===== src/rtl/doze_pkg.sv =====
package doze_pkg;

  typedef enum logic [1:0] {
    PH_AWAKE   = 2'd0,
    PH_ENTER   = 2'd1,
    PH_ASLEEP  = 2'd2,
    PH_RECOVER = 2'd3
  } doze_phase_e;

  // Phase step: req is the synchronised request, done means the phase counter is spent.
  function automatic doze_phase_e f_step(input doze_phase_e ph, input logic req, input logic done);
    doze_phase_e nx;
    nx = ph;
    case (ph)
      PH_AWAKE:   if (req) nx = PH_ENTER;
      PH_ENTER:   if (!req) nx = PH_RECOVER; else if (done) nx = PH_ASLEEP;
      PH_ASLEEP:  if (!req) nx = PH_RECOVER;
      PH_RECOVER: if (req) nx = PH_ENTER; else if (done) nx = PH_AWAKE;
      default:    nx = PH_AWAKE;
    endcase
    return nx;
  endfunction

  // Access starts are legal only in the awake phase.
  function automatic logic f_closed(input doze_phase_e ph);
    return ph != PH_AWAKE;
  endfunction

endpackage


===== src/rtl/doze_sync.sv =====
module doze_sync #(
  parameter int STAGES = 2
) (
  input  logic clk,
  input  logic rst_n,
  input  logic din,
  output logic dout
);
  logic [STAGES-1:0] chain;

  generate
    if (STAGES == 1) begin : g_one
      always_ff @(posedge clk or negedge rst_n) begin
        if (!rst_n) chain <= '0;
        else        chain <= din;
      end
    end else begin : g_many
      always_ff @(posedge clk or negedge rst_n) begin
        if (!rst_n) chain <= '0;
        else        chain <= {chain[STAGES-2:0], din};
      end
    end
  endgenerate

  assign dout = chain[STAGES-1];
endmodule


===== src/rtl/doze_fsm.sv =====
module doze_fsm
  import doze_pkg::*;
#(
  parameter int ENTRY_CYC = 2,
  parameter int EXIT_CYC  = 2
) (
  input  logic        clk,
  input  logic        rst_n,
  input  logic        req_sync,
  output doze_phase_e phase,
  output logic        cnt_zero
);
  localparam int MAX_CYC = (ENTRY_CYC > EXIT_CYC) ? ENTRY_CYC : EXIT_CYC;
  localparam int CNT_W   = (MAX_CYC > 1) ? $clog2(MAX_CYC) : 1;
  localparam logic [CNT_W-1:0] ENTRY_LD = CNT_W'(ENTRY_CYC - 1);
  localparam logic [CNT_W-1:0] EXIT_LD  = CNT_W'(EXIT_CYC - 1);

  logic [CNT_W-1:0] cnt;
  doze_phase_e      nxt;
  logic             phase_change;

  assign cnt_zero     = (cnt == '0);
  assign nxt          = f_step(phase, req_sync, cnt_zero);
  assign phase_change = (nxt != phase);

  always_ff @(posedge clk or negedge rst_n) begin
    if (!rst_n) begin
      phase <= PH_AWAKE;
      cnt   <= '0;
    end else begin
      phase <= nxt;
      if (phase_change) begin
        if (nxt == PH_ENTER)        cnt <= ENTRY_LD;
        else if (nxt == PH_RECOVER) cnt <= EXIT_LD;
        else                        cnt <= '0;
      end else if (!cnt_zero) begin
        cnt <= cnt - 1'b1;
      end
    end
  end
endmodule


===== src/rtl/doze_guard.sv =====
module doze_guard
  import doze_pkg::*;
#(
  parameter int N_SEL = 3,
  parameter int N_STB = 2
) (
  input  logic             clk,
  input  logic             rst_n,
  input  doze_phase_e      phase,
  input  logic [N_SEL-1:0] cs_act,
  input  logic [N_STB-1:0] stb_act,
  output logic [N_STB-1:0] stb_pass,
  output logic             proto_err
);
  logic closed;
  logic act_seen;

  assign closed   = f_closed(phase);
  assign act_seen = (|cs_act) | (|stb_act);

  generate
    for (genvar i = 0; i < N_STB; i++) begin : g_gate
      assign stb_pass[i] = stb_act[i] & ~closed;
    end
  endgenerate

  always_ff @(posedge clk or negedge rst_n) begin
    if (!rst_n) proto_err <= 1'b0;
    else        proto_err <= closed & act_seen;
  end
endmodule


===== src/rtl/mem_doze_ctrl.sv =====
module mem_doze_ctrl
  import doze_pkg::*;
#(
  parameter int N_SEL       = 3,
  parameter int N_STB       = 2,
  parameter int SYNC_STAGES = 2,
  parameter int ENTRY_CYC   = 2,
  parameter int EXIT_CYC    = 2
) (
  input  logic             clk,
  input  logic             rst_n,
  input  logic             doze_req_async,
  input  logic [N_SEL-1:0] cs_act,
  input  logic [N_STB-1:0] stb_act,
  output logic             doze_flag,
  output logic [N_STB-1:0] stb_pass,
  output logic             proto_err
);
  logic        req_sync;
  logic        cnt_zero;
  doze_phase_e phase;

  doze_sync #(.STAGES(SYNC_STAGES)) u_sync (
    .clk(clk), .rst_n(rst_n), .din(doze_req_async), .dout(req_sync)
  );

  doze_fsm #(.ENTRY_CYC(ENTRY_CYC), .EXIT_CYC(EXIT_CYC)) u_fsm (
    .clk(clk), .rst_n(rst_n), .req_sync(req_sync), .phase(phase), .cnt_zero(cnt_zero)
  );

  doze_guard #(.N_SEL(N_SEL), .N_STB(N_STB)) u_guard (
    .clk(clk), .rst_n(rst_n), .phase(phase), .cs_act(cs_act), .stb_act(stb_act),
    .stb_pass(stb_pass), .proto_err(proto_err)
  );

  assign doze_flag = (phase == PH_ASLEEP);
endmodule


===== config.mk =====
export PLATFORM = sky130hd
export DESIGN_NAME = mem_doze_ctrl
export DESIGN_NICKNAME = d
export VERILOG_FILES = /design/src/rtl/doze_pkg.sv /design/src/rtl/doze_sync.sv /design/src/rtl/doze_fsm.sv /design/src/rtl/doze_guard.sv /design/src/rtl/mem_doze_ctrl.sv
export SDC_FILE = /design/constraint.sdc
export NUM_CORES = 1
export LEC_CHECK = 0
export CORE_AREA = 2 2 39 41
export DETAILED_ROUTE_END_ITERATION = 10
export DIE_AREA = 0 0 41 43
export DONT_BUFFER_PORTS = 1
export PLACE_DENSITY = 0.38
export SLEW_MARGIN = 10
export SYNTH_ARGS = -nofsm -noshare
export SYNTH_HDL_FRONTEND = slang
export SYNTH_SLANG_ARGS = --single-unit

===== constraint.sdc =====
create_clock -name clk -period 3.26 [get_ports clk]
set_input_delay 0.163 -clock clk [delete_from_list [all_inputs] [get_ports clk]]
set_output_delay 0.163 -clock clk [all_outputs]
set_load 0.05 [all_outputs]

==> out/qor.txt, run 1 <==
outcome: finished clean
fraction of the mapped netlist area in adder cells: 0%
Die Y-Extent: 43 um
Pleak: 0.1324 nW
Post-Route Hold Slack: 111.6 ps
post-synthesis instance area: 239.0 um^2
kind of end point of the critical path: output pin
clock latency on the worst-skew pair: 230 ps
cell taking the most area after synthesis: dfrtp_1
Die ar.: 1763 um^2
total power density per cell area: 1026 nW/um^2
clock sink count: 6
Routed WL per cell: 9.488 um
kind of critical path: reg2out
number of vias per cell after detailed routing: 3.902
Warnings, synthesis: 0
chain of cells forming the critical path: nor2_1, and2_1
number of flops mapped to enable cells by yosys: 0
count of input and output buffers: 0
area growth from synthesis to layout: 26.18%
I/O pin cnt: 12
antenna violations before repair: 0
DP Worst Slack: 2043 ps
final worst path period need: 1463 ps
slew of the pin with the lowest slew margin: 499.8 ps
number of global-route vias before repair: 151
CP Data Arrival Time: 1300 ps
routability congestion estimate: 0.6428
total global routing track utilization: 4.863%
Total Nets Final: 35
leading cell types by count after synthesis: dfrtp_1, and2_1, nor2_1, xor2_1
post-place instance area: 259.0 um^2
Finished Layout Cells: 41
Setup Skew: 2.102 ps
footprint of the multi-input gates: 85.08 um^2
number of setup violations in the final report: 0
fraction of final layout cells with drive strength greater than 1: 16.00%
number of design rule violations left after detail routing: 0
average footprint of a synthesized cell: 11.95 um^2
Yosys reg bits: 6
# rows: 14
portion of the post-synthesis area used by sequential elements: 62.83%
PostCTS Resize Cnt: 0
final setup margin: 1797 ps
Pre-antenna DRT Iters: 4
Max-Cap Viols: 0
xor-xnor portion of the synthesized cell area: 7.330%
largest family of logic cells by synthesized area: simple AND/OR/NAND/NOR gates
fraction of registers with async set or reset after synthesis: 100.0%
final core area utilization: 21.79%
total number of vias: 160
total congestion overflow: 0
overall power consumption: 0.3093 mW
Peak supply drop: 0.2592 mV
Filler cells: 156
kind of start point of the critical path: register
post-synthesis cell count: 20
class of the most critical hold timing path: in2reg
Final Cycle Share: 44.89%
Antenna diodes: 0
FF/Latch Area: 150.1 um^2
hold buffer count at CTS: 2
maximum cell stage delay along the critical path: 470 ps
initial core utilization: 17.27%
critical path required time: 3100 ps
post-route standard cell area excluding fillers: 301.5 um^2
count of distinct cell types in the synthesized netlist: 12
RSZ-0062 raised after global routing: no
die width: 41 um
upper clock frequency limit: 0.6833 GHz
multiplexer area fraction after synthesis: 4.712%
total routed wirelength: 389 um
most common flop cell mapped by yosys: dfrtp_1
total count of hold-check failures in the final report: 0
top cell type's share of synthesized area: 62.83%
ANT nets after route: 0
Clock Tree Root: clkbuf_4
Max clock buf depth: 2
most frequent cell after synthesis: dfrtp_1
largest cells by area after synthesis: dfrtp_1, xor2_1, and2_1
final setup TNS: 0 ps
Critical-path top delay cell: and2_1
clk slew on worst S/H paths: 40 ps
maximum number of pins on one net before global-route repair: 7
clock tree from TritonCTS: yes
number of pins with negative max-slew slack in the final report: 0
H-tree depth: 1
Initial DRC Count: 4
Floorplan Core Area: 1384 um^2
first-pass GRT wire length: 572 um
Max Fanout on Critical Path: 6
number of buffers inserted to repair setup after CTS: 0
synthesized-area fraction occupied by and/or/nand/nor cells: 17.80%
Worst slew margin: 66.91%
total instance count after detailed placement: 36
CTS buffer count: 3
synthesized-area fraction occupied by ao, oa, aoi and oai cells: 5.759%
synthesized net count: 28
R2R setup slack: 2110 ps
-- path summary, 6_finish.rpt --
| kind | startpoint | end | depth (start not counted) |
|---|---|---|---|
| min in group asynchronous | rst_n | u_fsm.cnt$_DFF_PN0_ | 1 |
| worst max-delay path | u_fsm.phase[0]$_DFF_PN0_ | stb_pass[0] | 2 |
| worst min-delay path | stb_act[0] | u_guard.proto_err$_DFF_PN0_ | 2 |
| worst min register to register | u_sync.chain[0]$_DFF_PN0_ | u_sync.chain[1]$_DFF_PN0_ | 0 |
| worst max register to register | u_fsm.phase[1]$_DFF_PN0_ | u_fsm.phase[0]$_DFF_PN0_ | 2 |
| max in group asynchronous | rst_n | u_sync.chain[1]$_DFF_PN0_ | 1 |
-- layout by cell type, fill, tap and decap left out --
cell type,Yosys,final
and2_1,2,2
xor2_1,2,2
mux2_2,1,1
dlygate4sd3_1,0,2
or2b_1,1,1
nand2b_1,1,1
a21oi_1,1,1
nand2_1,1,1
dfrtp_1,6,6
nor3_1,1,1
nor2_1,2,2
o221ai_1,1,1
inv_1,1,1
clkbuf_4,0,3
-- report_power, final --
group / leakage [nW] / internal (mW) / switching (mW)
combinational: 0.0508 / 0.0365 / 0.0677
sequential: 0.0678 / 0.101 / 0.0407
clock: 0.0138 / 0.0413 / 0.0220
-- sequential cells by signal, indices dropped and copies added, names as in the netlist --
register           cells
u_fsm.cnt              1
u_fsm.phase            2
u_guard.proto_err      1
u_sync.chain           2
-- cell type report --
type	count	share of cell area (%)
Clock buffer	3	7.469
Inverter	1	1.245
Multi-Input combinational cell	13	28.22
Tap cell	16	6.639
Timing Repair Buffer	2	6.639
Sequential cell	6	49.79
-- critical path: cells and delay by family, from the launching register on --
kind	cells	cell delay, ps
simple gates	2	640
flops	1	420
-- logic make-up (layout without fill, tap and decap cells) --
family	Yosys count	count (layout)
compound gates	2	2
xor+xnor	2	2
mux	1	1
simple gates	8	8
flops	6	6
buf+inv	1	6
-- layer usage --
layer / vias up / track usage, % / part of all wire (%)
met2: 5 / 6.875 / 49
met5: - / 0 / 0
li1: 77 / - / -
met3: 0 / 3.141 / 4.6
met1: 78 / 5.629 / 46
met4: 0 / 2.000 / 0
Note: power is estimated with default switching activity, not from simulation.
==> inputs of run 2 (changes only) <==
==> constraint.sdc (replaced) <==
create_clock -name clk -period 1.39 [get_ports clk]
set_input_delay 0.0695 -clock clk [delete_from_list [all_inputs] [get_ports clk]]
set_output_delay 0.0695 -clock clk [all_outputs]
set_load 0.05 [all_outputs]
==> run 2 against run 1 <==
Effect of this change:
- die area stayed put
- sequential share of layout area decreased by 2.9 points
- flip-flop and latch count unchanged
- hold slack got worse by 90 ps
- sequential power rose by 130%
- critical endpoint unchanged
==> out/qor.txt, run 2 (synthesized netlist as in run 1, its figures left out) <==
Total Nets Final: 37 (was 35)
kind of start point of the critical path: register (unchanged)
maximum cell stage delay along the critical path: 430 ps (was 470 ps)
total number of vias: 162 (was 160)
Peak supply drop: 0.7903 mV (was 0.2592 mV)
highest-count cells in the layout ignoring fill and taps: dfrtp_1, clkbuf_4 (unchanged)
total power density per cell area: 2363 nW/um^2 (was 1026 nW/um^2)
timing startpoint of the critical path: u_fsm.phase[0]$_DFF_PN0_ (unchanged)
Worst slew margin: 69.64% (was 66.91%)
endpoint of the worst register-to-register path: u_fsm.phase[0]$_DFF_PN0_ (unchanged)
HPWL Detailed: 344.5 um
depth of the worst register-to-register path: 2 (unchanged)
post-route standard cell area excluding fillers: 320.3 um^2 (was 301.5 um^2)
Critical-path top delay cell: dfrtp_1 (was and2_1)
Sequential Power Share: 43.6% (was 45.8%)
Antenna diodes: 0 (unchanged)
number of pins with negative max-slew slack in the final report: 0 (unchanged)
maximum number of pins on one net before global-route repair: 7 (unchanged)
clk slew on worst S/H paths: 40 ps (about the same)
total instance count after detailed placement: 38 (was 36)
die width: 41 um (unchanged)
Clock Tree Root: clkbuf_4 (unchanged)
total congestion overflow: 0 (unchanged)
clock sink count: 6 (unchanged)
combinational share of power: 36.5% (was 33.7%)
routability congestion estimate: 0.5858 (was 0.6428)
number of vias per cell after detailed routing: 3.767 (was 3.902)
final setup margin: 129.0 ps (was 1797 ps)
Die Y-Extent: 43 um (unchanged)
portion of total power attributed to the clock network: 19.9% (was 20.5%)
# rows: 14 (unchanged)
Min-Delay Startpoint: stb_act[0] (unchanged)
first-pass GRT wire length: 669 um (was 572 um)
reg2reg start: u_fsm.phase[1]$_DFF_PN0_ (unchanged)
upper clock frequency limit: 0.7930 GHz
total global routing track utilization: 6.383% (was 4.863%)
Max Fanout on Critical Path: 6 (unchanged)
DP Worst Slack: 262.3 ps (was 2043 ps)
initial core utilization: 17.27% (unchanged)
count of input and output buffers: 0 (unchanged)
Pleak: 0.1343 nW (was 0.1324 nW)
Final Cycle Share: 90.72%
post-place instance area: 274.0 um^2 (was 259.0 um^2)
R2R setup slack: 250 ps (was 2110 ps)
Pint: 0.4391 mW (was 0.1788 mW)
capturing instance or port of the critical path: stb_pass[0] (unchanged)
kind of end point of the critical path: output pin (unchanged)
clock tree from TritonCTS: yes (unchanged)
clock latency on the worst-skew pair: 240 ps (was 230 ps)
Max clock buf depth: 2 (unchanged)
Routed WL per cell: 9.930 um (was 9.488 um)
final setup TNS: 0 ps (unchanged)
Floorplan Core Area: 1384 um^2 (unchanged)
final worst path period need: 1261 ps
slew of the pin with the lowest slew margin: 455.7 ps (was 499.8 ps)
leading cell type in the layout, fill and taps excluded: dfrtp_1 (unchanged)
Post-Route Hold Slack: 21.84 ps (was 111.6 ps)
fraction of final layout cells with drive strength greater than 1: 25.93% (was 16.00%)
number of design rule violations left after detail routing: 0 (unchanged)
antenna violations before repair: 0 (unchanged)
footprint of the multi-input gates: 85.08 um^2 (unchanged)
number of setup violations in the final report: 0 (unchanged)
CP Data Arrival Time: 1190 ps (was 1300 ps)
critical path required time: 1320 ps (was 3100 ps)
area growth from synthesis to layout: 34.03% (was 26.18%)
number of buffers inserted to repair setup after CTS: 0 (unchanged)
Pre-antenna DRT Iters: 4 (unchanged)
CTS buffer count: 3 (unchanged)
Filler cells: 145 (was 156)
Max-Cap Viols: 0 (unchanged)
total count of hold-check failures in the final report: 0 (unchanged)
switching share of power: 41.98% (was 42.19%)
class of the most critical hold timing path: in2reg (unchanged)
Die ar.: 1763 um^2 (unchanged)
number of global-route vias before repair: 191 (was 151)
kind of critical path: reg2out (unchanged)
I/O pin cnt: 12 (unchanged)
registers with the highest flip-flop counts: u_fsm.phase (2), u_sync.chain (2) (unchanged)
overall power consumption: 0.7569 mW (was 0.3093 mW)
chain of cells forming the critical path: nor2_1, and2_1, buf_4 (was nor2_1, and2_1)
final core area utilization: 23.15% (was 21.79%)
Finished Layout Cells: 43 (was 41)
Initial DRC Count: 5 (was 4)
ANT nets after route: 0 (unchanged)
switching power: 0.3178 mW (was 0.1305 mW)
H-tree depth: 1 (unchanged)
FF/Latch Area: 150.1 um^2 (unchanged)
outcome: finished clean (unchanged)
total routed wirelength: 427 um (was 389 um)
RSZ-0062 raised after global routing: no (unchanged)
Setup Skew: 0.7071 ps (was 2.102 ps)
==> run 2: cell types whose count changed in the layout (fill, tap and decap cells not counted) <==
cell,change
clkinvlp_4,+1
buf_4,+2
inv_1,-1
==> run 2: power groups by stage <==
| stage | Combinational [mW] | Clock (mW) | Sequential [mW] |
|---|---|---|---|
| 6_report | 0.276 | 0.151 | 0.330 |
| 2_1_floorplan | 0.216 | 0 | 0.323 |
| 3_3_place_gp | 0.258 | 0 | 0.332 |
| 5_1_grt | 0.302 | 0.171 | 0.337 |
| 4_1_cts | 0.272 | 0.162 | 0.331 |
| 3_5_place_dp | 0.262 | 0 | 0.332 |
==> run 2: cell type report <==
cell class	instances	share of cell area, %
Tap cell	16	6.250
Inverter	1	2.344
Multi-Input combinational cell	13	26.56
Clock buffer	3	7.031
Sequential cell	6	46.88
Timing Repair Buffer	4	10.94
==> run 2: worst min-delay path by stage <==
stage / to / slack, ps / cells past startpoint
detailed placement: u_fsm.cnt$_DFF_PN0_ / -230 / 0
CTS: u_guard.proto_err$_DFF_PN0_ / 10 / 2
global route: u_guard.proto_err$_DFF_PN0_ / 40 / 2
global placement: u_fsm.cnt$_DFF_PN0_ / -230 / 0
finish: u_guard.proto_err$_DFF_PN0_ / 20 / 2
floorplan: u_fsm.cnt$_DFF_PN0_ / -230 / 0
==> run 2: repair_timing <==
action	in CTS	in global routing
setup endpoints to repair	0	1
gates resized for setup	0	1
hold buffers	2	0
hold endpoints to repair	7	0
==> run 2: critical path, delay by kind of cell (launching register included) <==
family	cells	cell delay, ps
flops	1	430
simple gates	2	330
buf+inv	1	190
==> run 2: layer usage <==
layer,global-route usage [%],routed length [um],share of wire [%],vias to the layer above
met5,0,0,0,-
li1,-,-,-,79
met1,3.642,150,35,78
met3,2.094,31,7.3,0
met2,10.31,245,57,5
met4,10.00,0,0,0
